## src/rtl/adc_pbus_pkg.sv

```systemverilog
package adc_pbus_pkg;

    localparam int BUS_W    = 16;
    localparam int SAMPLE_W = 24;
    localparam int STAT_W   = BUS_W + BUS_W - SAMPLE_W;
    localparam int LO_KEEP  = SAMPLE_W - BUS_W;

    localparam logic [BUS_W-1:0] REG_ADDR_FIRST = 16'd1;
    localparam logic [BUS_W-1:0] REG_ADDR_LAST  = 16'd5;

    typedef enum logic [3:0] {
        ST_IDLE,
        ST_RD_SETUP,
        ST_RD_HI,
        ST_RD_GAP,
        ST_RD_LO,
        ST_WR_SETUP,
        ST_WR_ADDR,
        ST_WR_GAP,
        ST_WR_DATA
    } bus_state_e;

    typedef struct packed {
        logic [SAMPLE_W-1:0] data;
        logic [STAT_W-1:0]   status;
    } sample_t;

    function automatic sample_t join_words(input logic [BUS_W-1:0] hi,
                                           input logic [BUS_W-1:0] lo);
        sample_t s;
        s.data   = {hi, lo[BUS_W-1 -: LO_KEEP]};
        s.status = lo[STAT_W-1:0];
        return s;
    endfunction

    function automatic logic reg_addr_ok(input logic [BUS_W-1:0] a);
        return (a >= REG_ADDR_FIRST) && (a <= REG_ADDR_LAST);
    endfunction

    function automatic logic is_cs_low(input bus_state_e s);
        return (s == ST_RD_HI) || (s == ST_RD_LO) ||
               (s == ST_WR_ADDR) || (s == ST_WR_DATA);
    endfunction

endpackage

```

## src/rtl/adc_pbus_drdy.sv

```systemverilog
module adc_pbus_drdy (
    input  logic clk,
    input  logic rst,
    input  logic drdy_n,
    output logic evt
);
    logic drdy_q;

    always_ff @(posedge clk) begin
        if (rst) drdy_q <= 1'b1;
        else     drdy_q <= drdy_n;
    end

    // falling edge of the strobe as seen by this clock
    assign evt = drdy_q & ~drdy_n;

endmodule

```

## src/rtl/adc_pbus_timer.sv

```systemverilog
module adc_pbus_timer #(
    parameter int CW = 4
) (
    input  logic          clk,
    input  logic          rst,
    input  logic          load,
    input  logic [CW-1:0] load_val,
    output logic          expired
);
    logic [CW-1:0] cnt;

    always_ff @(posedge clk) begin
        if (rst)             cnt <= '0;
        else if (load)       cnt <= load_val - 1'b1;
        else if (cnt != '0)  cnt <= cnt - 1'b1;
    end

    assign expired = (cnt == '0);

    // a zero-length phase would underflow the counter
    assert_timer_load_R5: assert property (@(posedge clk) disable iff (rst)
        load |-> (load_val != '0));

endmodule

```

## src/rtl/adc_pbus_seq.sv

```systemverilog
module adc_pbus_seq
    import adc_pbus_pkg::*;
#(
    parameter int CW      = 4,
    parameter int RD_WAIT = 2,
    parameter int RD_GAP  = 1,
    parameter int WR_LOW  = 4,
    parameter int WR_GAP  = 4
) (
    input  logic             clk,
    input  logic             rst,
    input  logic             evt,
    input  logic             wr_req,
    input  logic [BUS_W-1:0] wr_addr,
    input  logic [BUS_W-1:0] wr_data,
    input  logic [BUS_W-1:0] bus_din,
    input  logic             t_expired,
    output logic             t_load,
    output logic [CW-1:0]    t_val,
    output logic             cs_n,
    output logic             rw,
    output logic             bus_oe,
    output logic [BUS_W-1:0] bus_dout,
    output logic             wr_ready,
    output logic             wr_done,
    output logic             sample_valid,
    output sample_t          sample
);
    bus_state_e       state, nxt;
    logic             pend;
    logic             rw_q;
    logic [BUS_W-1:0] addr_q, data_q, hi_q;
    logic             sv_q, wd_q;
    sample_t          samp_q;
    logic             accept;

    assign wr_ready = (state == ST_IDLE) && !pend;
    assign accept   = wr_ready && wr_req;

    always_comb begin
        nxt    = state;
        t_load = 1'b0;
        t_val  = '0;
        unique case (state)
            ST_IDLE: begin
                if (pend)
                    nxt = ST_RD_SETUP;
                else if (wr_req && reg_addr_ok(wr_addr))
                    nxt = ST_WR_SETUP;
            end
            ST_RD_SETUP: begin
                nxt = ST_RD_HI; t_load = 1'b1; t_val = CW'(RD_WAIT);
            end
            ST_RD_HI: if (t_expired) begin
                nxt = ST_RD_GAP; t_load = 1'b1; t_val = CW'(RD_GAP);
            end
            ST_RD_GAP: if (t_expired) begin
                nxt = ST_RD_LO; t_load = 1'b1; t_val = CW'(RD_WAIT);
            end
            ST_RD_LO: if (t_expired) nxt = ST_IDLE;
            ST_WR_SETUP: begin
                nxt = ST_WR_ADDR; t_load = 1'b1; t_val = CW'(WR_LOW);
            end
            ST_WR_ADDR: if (t_expired) begin
                nxt = ST_WR_GAP; t_load = 1'b1; t_val = CW'(WR_GAP);
            end
            ST_WR_GAP: if (t_expired) begin
                nxt = ST_WR_DATA; t_load = 1'b1; t_val = CW'(WR_LOW);
            end
            ST_WR_DATA: if (t_expired) nxt = ST_IDLE;
            default: nxt = ST_IDLE;
        endcase
    end

    always_ff @(posedge clk) begin
        if (rst) begin
            state  <= ST_IDLE;
            pend   <= 1'b0;
            rw_q   <= 1'b0;
            addr_q <= '0;
            data_q <= '0;
            hi_q   <= '0;
            sv_q   <= 1'b0;
            wd_q   <= 1'b0;
            samp_q <= '0;
        end else begin
            state <= nxt;
            pend  <= evt | (pend & (state != ST_IDLE));
            if (state == ST_IDLE && pend) begin
                rw_q <= 1'b0;
            end else if (accept && reg_addr_ok(wr_addr)) begin
                rw_q   <= 1'b1;
                addr_q <= wr_addr;
                data_q <= wr_data;
            end
            if (state == ST_RD_HI && t_expired)
                hi_q <= bus_din;
            sv_q <= (state == ST_RD_LO) && t_expired;
            if (state == ST_RD_LO && t_expired)
                samp_q <= join_words(hi_q, bus_din);
            wd_q <= (state == ST_WR_DATA) && t_expired;
        end
    end

    assign cs_n         = !is_cs_low(state);
    assign rw           = rw_q;
    assign bus_oe       = (state == ST_WR_ADDR) || (state == ST_WR_DATA);
    assign bus_dout     = (state == ST_WR_ADDR) ? addr_q :
                          (state == ST_WR_DATA) ? data_q : '0;
    assign sample_valid = sv_q;
    assign sample       = samp_q;
    assign wr_done      = wd_q;

    // a held strobe is served as soon as the bus is idle
    assert_pend_served_R10: assert property (@(posedge clk) disable iff (rst)
        (pend && state == ST_IDLE) |=> (state == ST_RD_SETUP));

    // the first read pulse always follows a setup cycle with rw low
    assert_read_order_R3: assert property (@(posedge clk) disable iff (rst)
        (state == ST_RD_SETUP) |=> (state == ST_RD_HI && !rw_q));

endmodule

```

## src/rtl/adc_pbus_ctrl.sv

```systemverilog
module adc_pbus_ctrl
    import adc_pbus_pkg::*;
#(
    parameter int RD_WAIT = 2,
    parameter int RD_GAP  = 1,
    parameter int WR_LOW  = 4,
    parameter int WR_GAP  = 4
) (
    input  logic                clk,
    input  logic                rst,
    input  logic                drdy_n,
    output logic                cs_n,
    output logic                rw,
    input  logic [BUS_W-1:0]    bus_din,
    output logic [BUS_W-1:0]    bus_dout,
    output logic                bus_oe,
    input  logic                wr_req,
    input  logic [BUS_W-1:0]    wr_addr,
    input  logic [BUS_W-1:0]    wr_data,
    output logic                wr_ready,
    output logic                wr_done,
    output logic                sample_valid,
    output logic [SAMPLE_W-1:0] sample_data,
    output logic [STAT_W-1:0]   sample_status
);
    localparam int MAX_RD = (RD_WAIT > RD_GAP) ? RD_WAIT : RD_GAP;
    localparam int MAX_WR = (WR_LOW > WR_GAP) ? WR_LOW : WR_GAP;
    localparam int MAX_T  = (MAX_RD > MAX_WR) ? MAX_RD : MAX_WR;
    localparam int CW     = $clog2(MAX_T + 1);

    logic          evt;
    logic          t_load, t_expired;
    logic [CW-1:0] t_val;
    sample_t       sample;

    adc_pbus_drdy u_drdy (
        .clk    (clk),
        .rst    (rst),
        .drdy_n (drdy_n),
        .evt    (evt)
    );

    adc_pbus_timer #(.CW(CW)) u_timer (
        .clk      (clk),
        .rst      (rst),
        .load     (t_load),
        .load_val (t_val),
        .expired  (t_expired)
    );

    adc_pbus_seq #(
        .CW(CW), .RD_WAIT(RD_WAIT), .RD_GAP(RD_GAP),
        .WR_LOW(WR_LOW), .WR_GAP(WR_GAP)
    ) u_seq (
        .clk          (clk),
        .rst          (rst),
        .evt          (evt),
        .wr_req       (wr_req),
        .wr_addr      (wr_addr),
        .wr_data      (wr_data),
        .bus_din      (bus_din),
        .t_expired    (t_expired),
        .t_load       (t_load),
        .t_val        (t_val),
        .cs_n         (cs_n),
        .rw           (rw),
        .bus_oe       (bus_oe),
        .bus_dout     (bus_dout),
        .wr_ready     (wr_ready),
        .wr_done      (wr_done),
        .sample_valid (sample_valid),
        .sample       (sample)
    );

    assign sample_data   = sample.data;
    assign sample_status = sample.status;

    // run-length counter of chip-select low cycles, for width checks
    logic [7:0] low_run;
    always_ff @(posedge clk) begin
        if (rst)                       low_run <= '0;
        else if (!cs_n && low_run != 8'hFF) low_run <= low_run + 1'b1;
        else if (cs_n)                 low_run <= '0;
    end

    assert_rw_steady_R2: assert property (@(posedge clk) disable iff (rst)
        (!cs_n || !$past(cs_n)) |-> $stable(rw));

    assert_bus_drive_R11: assert property (@(posedge clk) disable iff (rst)
        bus_oe |-> (!cs_n && rw));

    assert_sample_pulse_R4: assert property (@(posedge clk) disable iff (rst)
        sample_valid |=> !sample_valid);

    assert_write_width_R7: assert property (@(posedge clk) disable iff (rst)
        ($rose(cs_n) && rw) |-> (low_run >= WR_LOW));

    assert_read_width_R5: assert property (@(posedge clk) disable iff (rst)
        ($rose(cs_n) && !rw) |-> (low_run == RD_WAIT));

endmodule

```

## config.mk

```make
export PLATFORM = sky130hd
export DESIGN_NAME = adc_pbus_ctrl
export DESIGN_NICKNAME = d
export VERILOG_FILES = /design/src/rtl/adc_pbus_pkg.sv /design/src/rtl/adc_pbus_drdy.sv /design/src/rtl/adc_pbus_timer.sv /design/src/rtl/adc_pbus_seq.sv /design/src/rtl/adc_pbus_ctrl.sv
export SDC_FILE = /design/constraint.sdc
export NUM_CORES = 1
export LEC_CHECK = 0
export BUFFER_PORTS_ARGS = -buffer_cell sky130_fd_sc_hd__buf_2
export CAP_MARGIN = 30
export CORE_ASPECT_RATIO = 0.75
export CORE_MARGIN = 2
export CORE_UTILIZATION = 43
export CTS_BUF_LIST = sky130_fd_sc_hd__clkbuf_8
export CTS_CLUSTER_SIZE = 28
export DETAILED_ROUTE_END_ITERATION = 10
export MAX_ROUTING_LAYER = met4
export PLACE_DENSITY = 0.8
export SLEW_MARGIN = 25
export SYNTH_ARGS = -nofsm -noshare
export SYNTH_HDL_FRONTEND = slang
export SYNTH_SLANG_ARGS = --single-unit
```

## constraint.sdc

```tcl
create_clock -name clk -period 1.9 [get_ports clk]
set_input_delay 0.19 -clock clk [delete_from_list [all_inputs] [get_ports clk]]
set_output_delay 0.19 -clock clk [all_outputs]
set_load 0.005 [all_outputs]
```

==> results by group, run 1 <==
Synthesis
  – Count of cell types in the netlist: 31
  – Syn Inst Count: 441
  – Seq/Total Area, Yosys: 51.1%
  – Most used DFF post-synth: dfxtp_1
  – Synth Register Bits: 92
  – Net Count, Synth: 494
  – Yosys warns: 0
  – Post-synth EDFFs: 0
  – Syn Std Cell Area: 3600 sq um
  – Async S/R FF share, synth: 0%
  – Mean Syn Cell Area: 8.17 sq um

Timing
  – Endpoints failing setup: 4
  – Final number of hold-violating endpoints: 0
  – Minimum clock period: 1.92 ns
  – Worst Skew: 0.00861 ns
  – Final period utilization: 101%
  – RSZ-0062 raised after global routing: true
  – Final hold slack: 0.0484 ns
  – Final WS setup: -0.0219 ns
  – Worst slew margin relative to its limit: 71.7%
  – Maximum clock frequency: 0.520 GHz
  – Worst-margin pin slew: 0.424 ns
  – Final slew viol count: 0

Finish
  – Area Overhead vs Synth: 26.9%
  – Non-Filler Instances: 654
  – ANT cells: 0
  – Final Net Count: 598
  – Fraction of layout cells with a size suffix above 1: 29.5%
  – Post-route design area: 4570 sq um
  – # fillers: 740

Die
  – Io pins: 106
  – Starting Density: 44.9%
  – Site Rows: 28
  – Die Ht: 83.3 um
  – Die width: 110 um
  – Core area: 8020 sq um
  – Die ar.: 9130 sq um

Drt
  – 1st-pass router iterations: 4
  – Vias post-DR: 3278
  – Residual DRC: 0
  – Routed Antenna Nets: 0
  – Total wire length: 8.49 mm
  – Initial DRC count: 122
  – WL/cell: 13.0 um
  – Vias per inst: 5.01

Job
  – Max-Cap Viols: 0

Hold path
  – Hold path start: drdy_n
  – Worst hold path depth: 2
  – Worst Hold Class: in2reg
  – Worst Hold Path EP: u_drdy.drdy_q

Clock network
  – Htree depth: 3
  – CTS root buffer: clkbuf_8
  – Clock Path Buffers: 2
  – CTS buffer count: 9
  – Clock Latency Late Sink: 0.35 ns
  – CTS tree: built
  – # clock sinks: 92
  – Clk slew on worst S/H paths: 0.09 ns

Critical path
  – Flop-to-flop setup slack: -0.02 ns
  – Reg2Reg Capture Point: u_seq.data_q[10]
  – Worst R2R Start: u_seq.state[2]
  – CP endpoint kind: output pin
  – Critical path peak fanout: 8
  – Worst reg2reg path depth: 5
  – Worst path slowest cell: dfxtp_2
  – Cell mode on critical path: buf_6
  – Critical Path RT: 1.71 ns
  – CP arrival: 1.73 ns
  – Crit path largest cell delay: 0.35 ns
  – Crit path kind: reg2out
  – Startpoint Class: flop
  – Crit-path cells: buf_6 > nor2b_4 > nand2_4 > nor2_4 > buf_6 > nand2_1 > a21oi_1 > buf_2

Global routing
  – Vias in the first global route: 3236
  – First-pass GRT wire length: 14.4 mm
  – GRT Total Usage: 19.8%
  – GRT overflow: 0
  – Antenna violations before repair: 0
  – Largest net degree at the start of global routing: 34

Power and ir drop
  – Design Power: 4.57 mW
  – Fraction of power consumed by sequential logic: 47.0%
  – Internal Pwr Total: 3.17 mW
  – Gate power share: 24.5%
  – VDD IR-drop max: 0.542 mV
  – Sw Share: 30.7%
  – Power density cells: 1000 nW/um^2
  – Switching power of the nets: 1.40 mW
  – Clk network pwr share: 28.4%
  – Static Leak: 2.05 nW

Place
  – Place WS: -0.00897 ns
  – HPWL Detailed: 5.92 mm
  – Placer Congestion: 0.794
  – Dpl cell area: 4280 sq um
  – Placed cell count: 636
  – Number of buffers added on ports: 105

Run status
  – Failing checks: negative setup slack
  – Run status: complete, but fails checks
[cells in the mapped netlist (3+ instances only)]
cell type | count | area (sq um)
o21ai_0 | 3 | 15.0
nor3_1 | 5 | 25.0
a21oi_1 | 68 | 340
a211oi_1 | 4 | 30.0
and3_1 | 15 | 93.8
mux2i_1 | 24 | 240
clkbuf_1 | 26 | 97.6
nor2_1 | 31 | 116
nand2b_1 | 5 | 31.3
inv_1 | 4 | 15.0
dfxtp_1 | 92 | 1840
nor2b_1 | 3 | 18.8
buf_6 | 4 | 45.0
nand2_1 | 133 | 499
[stage by stage]
step | setup TNS (ns) | util [%]
6_report | -0.0573 | 57.0
5_1_grt | -1.19 | 57.0
4_1_cts | -0.0173 | 56.5
3_5_place_dp | -0.00897 | 53.3
3_3_place_gp | 0 | 53.3
2_1_floorplan | -0.0877 | -
[flip-flops by register name, summed over array words and instances, names as in the netlist]
signal / count
u_drdy.drdy_q: 1
u_seq.pend: 1
u_timer.cnt: 3
u_seq.data_q: 16
u_seq.rw: 1
u_seq.addr_q: 16
u_seq.sample_valid: 1
u_seq.state: 4
u_seq.wr_done: 1
u_seq.sample: 32
u_seq.hi_q: 16
[how the worst max path moves through the flow]
stage | start | endpoint | slack (ns) | cells past startpoint
after CTS | u_seq.state[2] | u_seq.data_q[10] | -0.02 | 5
after global placement | u_seq.state[1] | u_seq.data_q[8] | 0.06 | 5
after detailed placement | u_seq.state[1] | u_seq.data_q[10] | -0.009 | 5
final | u_seq.state[2] | bus_dout[12] | -0.02 | 8
after floorplan | u_seq.state[0] | u_seq.addr_q[0] | -0.008 | 7
after global routing | u_seq.state[2] | bus_dout[10] | -0.07 | 8
[repair_timing]
action                                  in CTS  in global routing
gates resized for setup                     13                 11
pin swaps                                    0                  1
hold buffers                                 0                  0
setup buffers                                2                  0
endpoints found under the setup margin      18                 48
cloned                                       1                  0
[critical path, delay by kind of cell, from the launching register on]
kind,cells,cell delay (ns)
flops,1,0.35
compound gates,1,0.15
simple gates,4,0.48
buf+inv,3,0.41
[power groups by stage]
| stage | Clock (mW) | Combinational (mW) | Sequential, mW |
|---|---|---|---|
| floorplan | 0 | 0.662 | 2.18 |
| global placement | 0 | 1.01 | 2.17 |
| detailed placement | 0 | 1.04 | 2.19 |
| CTS | 1.34 | 1.08 | 2.14 |
| global route | 1.41 | 1.24 | 2.17 |
| finish | 1.30 | 1.12 | 2.15 |
[layout by cell type (no fill, tap or decap), drive strengths merged]
cell type	synthesis	routed
clkbuf	26	9
a221oi	1	1
nor2b	3	3
dfxtp	92	92
mux2i	24	24
or2	2	2
buf	6	125
or4	3	3
nand2	133	133
clkinvlp	0	2
nand3	2	2
a211oi	4	4
nor2	31	31
ha	1	1
nor4	3	3
nor4b	2	2
clkinv	0	1
a21o	2	2
xor2	1	1
nor3	5	5
o21ai	3	3
a31o	1	1
bufinv	0	1
and3	15	15
or3	1	1
a21oi	68	68
nand2b	5	5
xnor2	2	2
inv	4	6
or4b	1	1
[cells by family after synthesis]
kind of cell | Yosys count | share of synthesized area [%]
AO/OA/AOI/OAI | 79 | 11.6
XOR/XNOR | 3 | 0.730
adder cells (fa/ha/maj) | 1 | 0.347
buffers and inverters | 36 | 4.62
flip-flops | 92 | 51.1
multiplexers | 24 | 6.67
AND/OR/NAND/NOR | 206 | 24.9
[routing by layer]
metal / vias to the layer above / wire length [um] / global-route usage, %
li1: 1666 / - / -
met2: 74 / 4290 / 33.4
met4: 0 / 65 / 5.18
met5: - / 0 / -
met3: 6 / 392 / 3.53
met1: 1532 / 3740 / 24.2
[final cells by class]
cell class                 count  area, sq um  share of cell area (%)
clock buffer                   9          124                    2.71
clock inverter                 6         71.3                    1.56
inverter                       4         15.0                   0.329
multi-input combinational    313         1670                    36.5
sequential                    92         1850                    40.4
tap                          105          131                    2.88
timing repair buffer         125          716                    15.7
(Power assumes the default switching activity.)
==> run 2, diff against run 1 <==
--- a/config.mk
+++ b/config.mk
@@ -13,6 +13,7 @@
 export CTS_BUF_LIST = sky130_fd_sc_hd__clkbuf_8
 export CTS_CLUSTER_SIZE = 28
 export DETAILED_ROUTE_END_ITERATION = 10
+export HOLD_SLACK_MARGIN = 0.08
 export MAX_ROUTING_LAYER = met4
 export PLACE_DENSITY = 0.8
 export SLEW_MARGIN = 25
==> results by group, run 2 (synthesis results as in run 1) <==
Drt
  – 1st-pass router iterations: 4 (unchanged)
  – Vias per inst: 5.00 (was 5.01)
  – WL/cell: 13.0 um (about the same)
  – Routed Antenna Nets: 0 (unchanged)
  – Initial DRC count: 120 (was 122)
  – Residual DRC: 0 (unchanged)
  – Total wire length: 8.82 mm (was 8.49 mm)
  – Vias post-DR: 3388 (was 3278)

Global routing
  – Vias in the first global route: 3412 (was 3236)
  – GRT Total Usage: 20.7% (was 19.8%)
  – First-pass GRT wire length: 15.0 mm (was 14.4 mm)
  – GRT overflow: 0 (unchanged)
  – Largest net degree at the start of global routing: 34 (unchanged)
  – Antenna violations before repair: 0 (unchanged)

Clock network
  – CTS tree: built (unchanged)
  – Clk slew on worst S/H paths: 0.09 ns (about the same)
  – Htree depth: 3 (unchanged)
  – Clock Latency Late Sink: 0.35 ns (about the same)
  – # clock sinks: 92 (unchanged)
  – CTS buffer count: 9 (unchanged)
  – Clock Path Buffers: 2 (unchanged)
  – CTS root buffer: clkbuf_8 (unchanged)

Die
  – Site Rows: 28 (unchanged)
  – Die Ht: 83.3 um (unchanged)
  – Io pins: 106 (unchanged)
  – Die ar.: 9130 sq um (unchanged)
  – Core area: 8020 sq um (unchanged)
  – Starting Density: 44.9% (unchanged)
  – Die width: 110 um (unchanged)

Timing
  – Final WS setup: -0.0193 ns (was -0.0219 ns)
  – Worst slew margin relative to its limit: 71.6% (was 71.7%)
  – Worst-margin pin slew: 0.426 ns (was 0.424 ns)
  – Final slew viol count: 0 (unchanged)
  – Endpoints failing setup: 3 (was 4)
  – Final number of hold-violating endpoints: 0 (unchanged)
  – Final period utilization: 101% (about the same)
  – Minimum clock period: 1.92 ns (about the same)
  – Maximum clock frequency: 0.521 GHz (was 0.520 GHz)
  – RSZ-0062 raised after global routing: true (unchanged)
  – Sum Neg Setup Slack: -0.0332 ns (was -0.0573 ns)
  – Worst Skew: 0.0104 ns (was 0.00861 ns)

Critical path
  – Critical Path RT: 2.14 ns (was 1.71 ns)
  – Critical path peak fanout: 33 (was 8)
  – CP endpoint kind: flop (was output pin)
  – Crit path kind: reg2reg (was reg2out)
  – Startpoint Class: flop (unchanged)
  – CP arrival: 2.16 ns (was 1.73 ns)

Place
  – Placer Congestion: 0.794 (unchanged)
  – Number of buffers added on ports: 105 (unchanged)
  – HPWL Detailed: 5.92 mm (unchanged)
  – Placed cell count: 636 (unchanged)

Finish
  – Area Overhead vs Synth: 33.5% (was 26.9%)
  – Non-Filler Instances: 677 (was 654)
  – Commonest non-fill, non-tap cell in the layout: nand2_1 (unchanged)
  – Most frequent cells in the layout: nand2_1 (131), buf_2 (105), dfxtp_1 (89), a21oi_1 (62), nor2_1 (28) (was nand2_1 (131), buf_2 (105), dfxtp_1 (89), a21oi_1 (64), nor2_1 (28))
  – Final Net Count: 621 (was 598)
  – Largest register FFs: 32 (unchanged)
  – Fraction of layout cells with a size suffix above 1: 28.7% (was 29.5%)
  – ANT cells: 0 (unchanged)

Run status
  – Failing checks: negative setup slack (unchanged)
  – Run status: complete, but fails checks (unchanged)

Power and ir drop
  – Power density cells: 960 nW/um^2 (was 1000 nW/um^2)
  – Static Leak: 2.14 nW (was 2.05 nW)
  – Design Power: 4.61 mW (was 4.57 mW)
  – VDD IR-drop max: 0.557 mV (was 0.542 mV)

Job
  – Max-Cap Viols: 0 (unchanged)

Hold path
  – Worst Hold Class: in2reg (unchanged)
==> run 2: cell count changes in the layout (fill, tap and decap cells not counted), sizes merged <==
cell	before	now
dlygate4sd3	0	23
==> run 2: final cells by class <==
type | count | area, sq um
Timing Repair Buffer | 148 | 946
Multi-Input combinational cell | 313 | 1670
Tap cell | 105 | 131
Inverter | 4 | 15.0
Clock buffer | 9 | 124
Fill cell | 700 | 3220
Sequential cell | 92 | 1850
Clock inverter | 6 | 71.3
==> run 2: metal layers <==
layer,vias to the layer above,part of all wire (%),global-route usage [%]
met5,-,0,-
met4,0,1.2,5.75
met3,11,3.7,3.53
met2,67,51,35.3
met1,1602,44,24.9
li1,1708,-,-
==> run 2: per-stage QoR <==
step | hold slack (ns) | setup slack [ns] | instance area (sq um) | util (%)
6_report | 0.0863 | -0.0193 | 4810 | 59.9
5_1_grt | 0.0863 | -0.0751 | 4810 | 59.9
4_1_cts | 0.0808 | -0.0173 | 4760 | 59.4
3_5_place_dp | 0.408 | -0.00897 | 4280 | 53.3
3_3_place_gp | 0.411 | 0.0640 | 4280 | 53.3
2_1_floorplan | 0.294 | -0.00827 | 3610 | -
==> run 2: power breakdown <==
group	internal (mW)	total [mW]	switching [mW]	leakage [nW]
Combinational	0.519	1.16	0.640	1.31
Sequential	2.07	2.15	0.0827	0.744
Clock	0.613	1.31	0.693	0.0923
==> run 2: worst paths after layout <==
kind                  start               end  slack [ns]  depth (start not counted)
max          u_seq.state[2]  u_seq.data_q[10]       -0.02                          5
min             wr_data[11]  u_seq.data_q[11]        0.09                          3
max reg2reg  u_seq.state[2]  u_seq.data_q[10]       -0.02                          5
min reg2reg   u_seq.hi_q[3]  u_seq.sample[19]        0.44                          2
==> run 2: worst max-delay path, stage by stage, from the launching register on <==
cell     delay [ns]
dfxtp_2        0.33
or4_4          0.57
or4_4          0.45
buf_12         0.19
mux2i_1        0.18
nor2_1         0.07
==> run 2: repair_timing <==
item                       in CTS  in global routing
gates resized for setup        13                 13
buffers inserted                2                  0
pin swaps                       0                  2
setup endpoints to repair      18                 48
hold endpoints to repair       25                  0
gates cloned                    1                  0
hold buffers                   23                  0
==> run 3, diff against run 2 <==
==> constraint.sdc (replaced) <==
create_clock -name clk -period 1.9 [get_ports clk]
set_input_delay 0.38 -clock clk [delete_from_list [all_inputs] [get_ports clk]]
set_output_delay 0.38 -clock clk [all_outputs]
set_load 0.005 [all_outputs]
==> results by group, run 3 (synthesis results as in run 1) <==
Timing
  – Worst slew margin relative to its limit: 71.6% (about the same)
  – Final WS setup: -0.177 ns (was -0.0193 ns)
  – Sum Neg Setup Slack: -2.35 ns (was -0.0332 ns)
  – Endpoints failing setup: 18 (was 3)
  – Maximum clock frequency: 0.481 GHz (was 0.521 GHz)
  – Minimum clock period: 2.08 ns (was 1.92 ns)
  – Worst-margin pin slew: 0.426 ns (about the same)
  – Final period utilization: 109% (was 101%)
  – Final hold slack: 0.251 ns (was 0.0863 ns)
  – Worst Skew: 0.0130 ns (was 0.0104 ns)
  – Final number of hold-violating endpoints: 0 (unchanged)
  – RSZ-0062 raised after global routing: true (unchanged)
  – Final slew viol count: 0 (unchanged)

Global routing
  – Antenna violations before repair: 0 (unchanged)
  – M1 GR Usage: 26.9% (was 24.9%)
  – First-pass GRT wire length: 15.4 mm (was 15.0 mm)
  – Most Used Layer, Global Route: met2 (unchanged)
  – Largest net degree at the start of global routing: 33 (was 34)
  – Met3 Track Usage GR: 4.24% (was 3.53%)
  – GRT Total Usage: 21.4% (was 20.7%)
  – GR Layer Usage met2: 34.8% (was 35.3%)
  – GRT overflow: 0 (unchanged)
  – Vias in the first global route: 3373 (was 3412)

Drt
  – Vias per inst: 5.14 (was 5.00)
  – Initial DRC count: 194 (was 120)
  – 1st-pass router iterations: 4 (unchanged)
  – Routed Antenna Nets: 0 (unchanged)
  – Total wire length: 9.42 mm (was 8.82 mm)
  – WL/cell: 14.1 um (was 13.0 um)
  – Vias post-DR: 3424 (was 3388)
  – Residual DRC: 0 (unchanged)

Clock network
  – Clock Path Buffers: 2 (unchanged)
  – # clock sinks: 92 (unchanged)
  – Clk slew on worst S/H paths: 0.09 ns (about the same)
  – CTS root buffer: clkbuf_8 (unchanged)
  – CTS tree: built (unchanged)
  – Htree depth: 3 (unchanged)
  – CTS buffer count: 9 (unchanged)
  – Clock Latency Late Sink: 0.35 ns (about the same)

Hold path
  – Worst Hold Class: in2reg (unchanged)
  – Hold path start: drdy_n (was wr_data[11])

Die
  – Io pins: 106 (unchanged)
  – Core area: 8020 sq um (unchanged)
  – Die Ht: 83.3 um (unchanged)
  – Site Rows: 28 (unchanged)
  – Die width: 110 um (unchanged)
  – Starting Density: 44.9% (unchanged)
  – Die ar.: 9130 sq um (unchanged)

Finish
  – # fillers: 714 (was 700)
  – Post-route design area: 4750 sq um (was 4810 sq um)
  – Fraction of layout cells with a size suffix above 1: 33.7% (was 28.7%)
  – Commonest non-fill, non-tap cell in the layout: nand2_1 (unchanged)
  – ANT cells: 0 (unchanged)
  – Area of the multi-input gates: 1790 sq um (was 1670 sq um)
  – Most frequent cells in the layout: nand2_1 (128), buf_2 (105), dfxtp_1 (90), a21oi_1 (54), nor2_1 (27) (was nand2_1 (131), buf_2 (105), dfxtp_1 (89), a21oi_1 (62), nor2_1 (28))
  – Area Overhead vs Synth: 32.0% (was 33.5%)
  – Final Net Count: 609 (was 621)
  – Sequential cell area: 1840 sq um (was 1850 sq um)
  – Largest register FFs: 32 (unchanged)

Critical path
  – CP arrival: 1.70 ns (was 2.16 ns)
  – CP endpoint kind: output pin (was flop)
  – Worst R2R Start: u_seq.state[2] (unchanged)
  – Critical path peak fanout: 8 (was 33)
  – Crit-path cells: nor2b_4 > nand2_4 > nor2_4 > buf_6 > nand2_1 > a21oi_2 > buf_2 (was or4_4 > or4_4 > buf_12 > mux2i_1 > nor2_1)
  – Crit path kind: reg2out (was reg2reg)
  – Crit path largest cell delay: 0.37 ns (was 0.57 ns)
  – Critical Path RT: 1.52 ns (was 2.14 ns)
  – Startpoint Class: flop (unchanged)
  – CP startpoint: u_seq.state[2] (unchanged)
  – Worst path slowest cell: dfxtp_2 (was or4_4)

Power and ir drop
  – VDD IR-drop max: 0.457 mV (was 0.557 mV)
  – Clk network pwr share: 27.2% (was 28.3%)
  – Power density cells: 988 nW/um^2 (was 960 nW/um^2)
  – Switching power of the nets: 1.45 mW (was 1.42 mW)
  – Static Leak: 2.14 nW (about the same)
  – Internal Pwr Total: 3.24 mW (was 3.20 mW)
  – Gate power share: 27.1% (was 25.1%)
  – Fraction of power consumed by sequential logic: 45.8% (was 46.6%)
  – Sw Share: 31.0% (was 30.7%)

Place
  – Placer Congestion: 0.828 (was 0.794)
  – HPWL Detailed: 6.06 mm (was 5.92 mm)
  – Number of buffers added on ports: 105 (unchanged)
  – Dpl cell area: 4320 sq um (was 4280 sq um)

Run status
  – Run status: complete, but fails checks (unchanged)
  – Failing checks: negative setup slack (unchanged)

Job
  – Max-Cap Viols: 0 (unchanged)
## run 3: power by group through the flow
stage / registers [mW] / clock network (mW) / logic (mW)
2_1_floorplan: 2.18 / 0 / 0.662
3_3_place_gp: 2.18 / 0 / 1.02
3_5_place_dp: 2.18 / 0 / 1.06
4_1_cts: 2.15 / 1.32 / 1.17
5_1_grt: 2.17 / 1.39 / 1.39
6_report: 2.15 / 1.28 / 1.27
## run 3: final timing paths
kind	endpoint	slack, ns	cells past startpoint
max	bus_dout[12]	-0.18	7
min	u_drdy.drdy_q	0.25	2
max reg2reg	u_seq.data_q[14]	0.01	5
min reg2reg	u_seq.sample[19]	0.46	2
## run 3: critical path: cells and delay by family, from the launching register on
kind | cells | cell delay [ns]
flip-flops | 1 | 0.37
AO/OA/AOI/OAI | 1 | 0.14
AND/OR/NAND/NOR | 4 | 0.55
buffers and inverters | 2 | 0.29
## run 3: final cells by class
cell class | count | area share, %
clock inverter | 7 | 1.42
timing repair buffer | 133 | 16.4
inverter | 4 | 0.316
tap | 105 | 2.76
multi-input combinational | 316 | 37.7
clock buffer | 9 | 2.61
sequential | 92 | 38.8
## run 3: per-layer routing
metal	wire, um	part of all wire [%]	vias up
li1	-	-	1689
met1	4260	45	1631
met2	4590	49	87
met3	426	4.5	17
met4	136	1.4	0
met5	0	0	-
## run 3: repair_timing
| action | in CTS | in global routing |
|---|---|---|
| resized for setup | 23 | 26 |
| endpoints found under the setup margin | 19 | 42 |
| cloned | 4 | 0 |
| pin swaps | 3 | 9 |
| buffers inserted | 1 | 3 |
| hold buffers | 0 | 0 |
## run 3: through the flow
| step | setup WS (ns) | std cells | utilization (%) | power [mW] |
|---|---|---|---|---|
| 6_report | -0.177 | 666 | 59.2 | 4.70 |
| 5_1_grt | -0.256 | 666 | 59.2 | 4.96 |
| 4_1_cts | -0.111 | 663 | 57.7 | 4.64 |
| 3_5_place_dp | -0.202 | 642 | 53.9 | 3.24 |
| 3_3_place_gp | -0.0721 | 642 | 53.9 | 3.19 |
| 2_1_floorplan | -0.00827 | 441 | - | 2.84 |
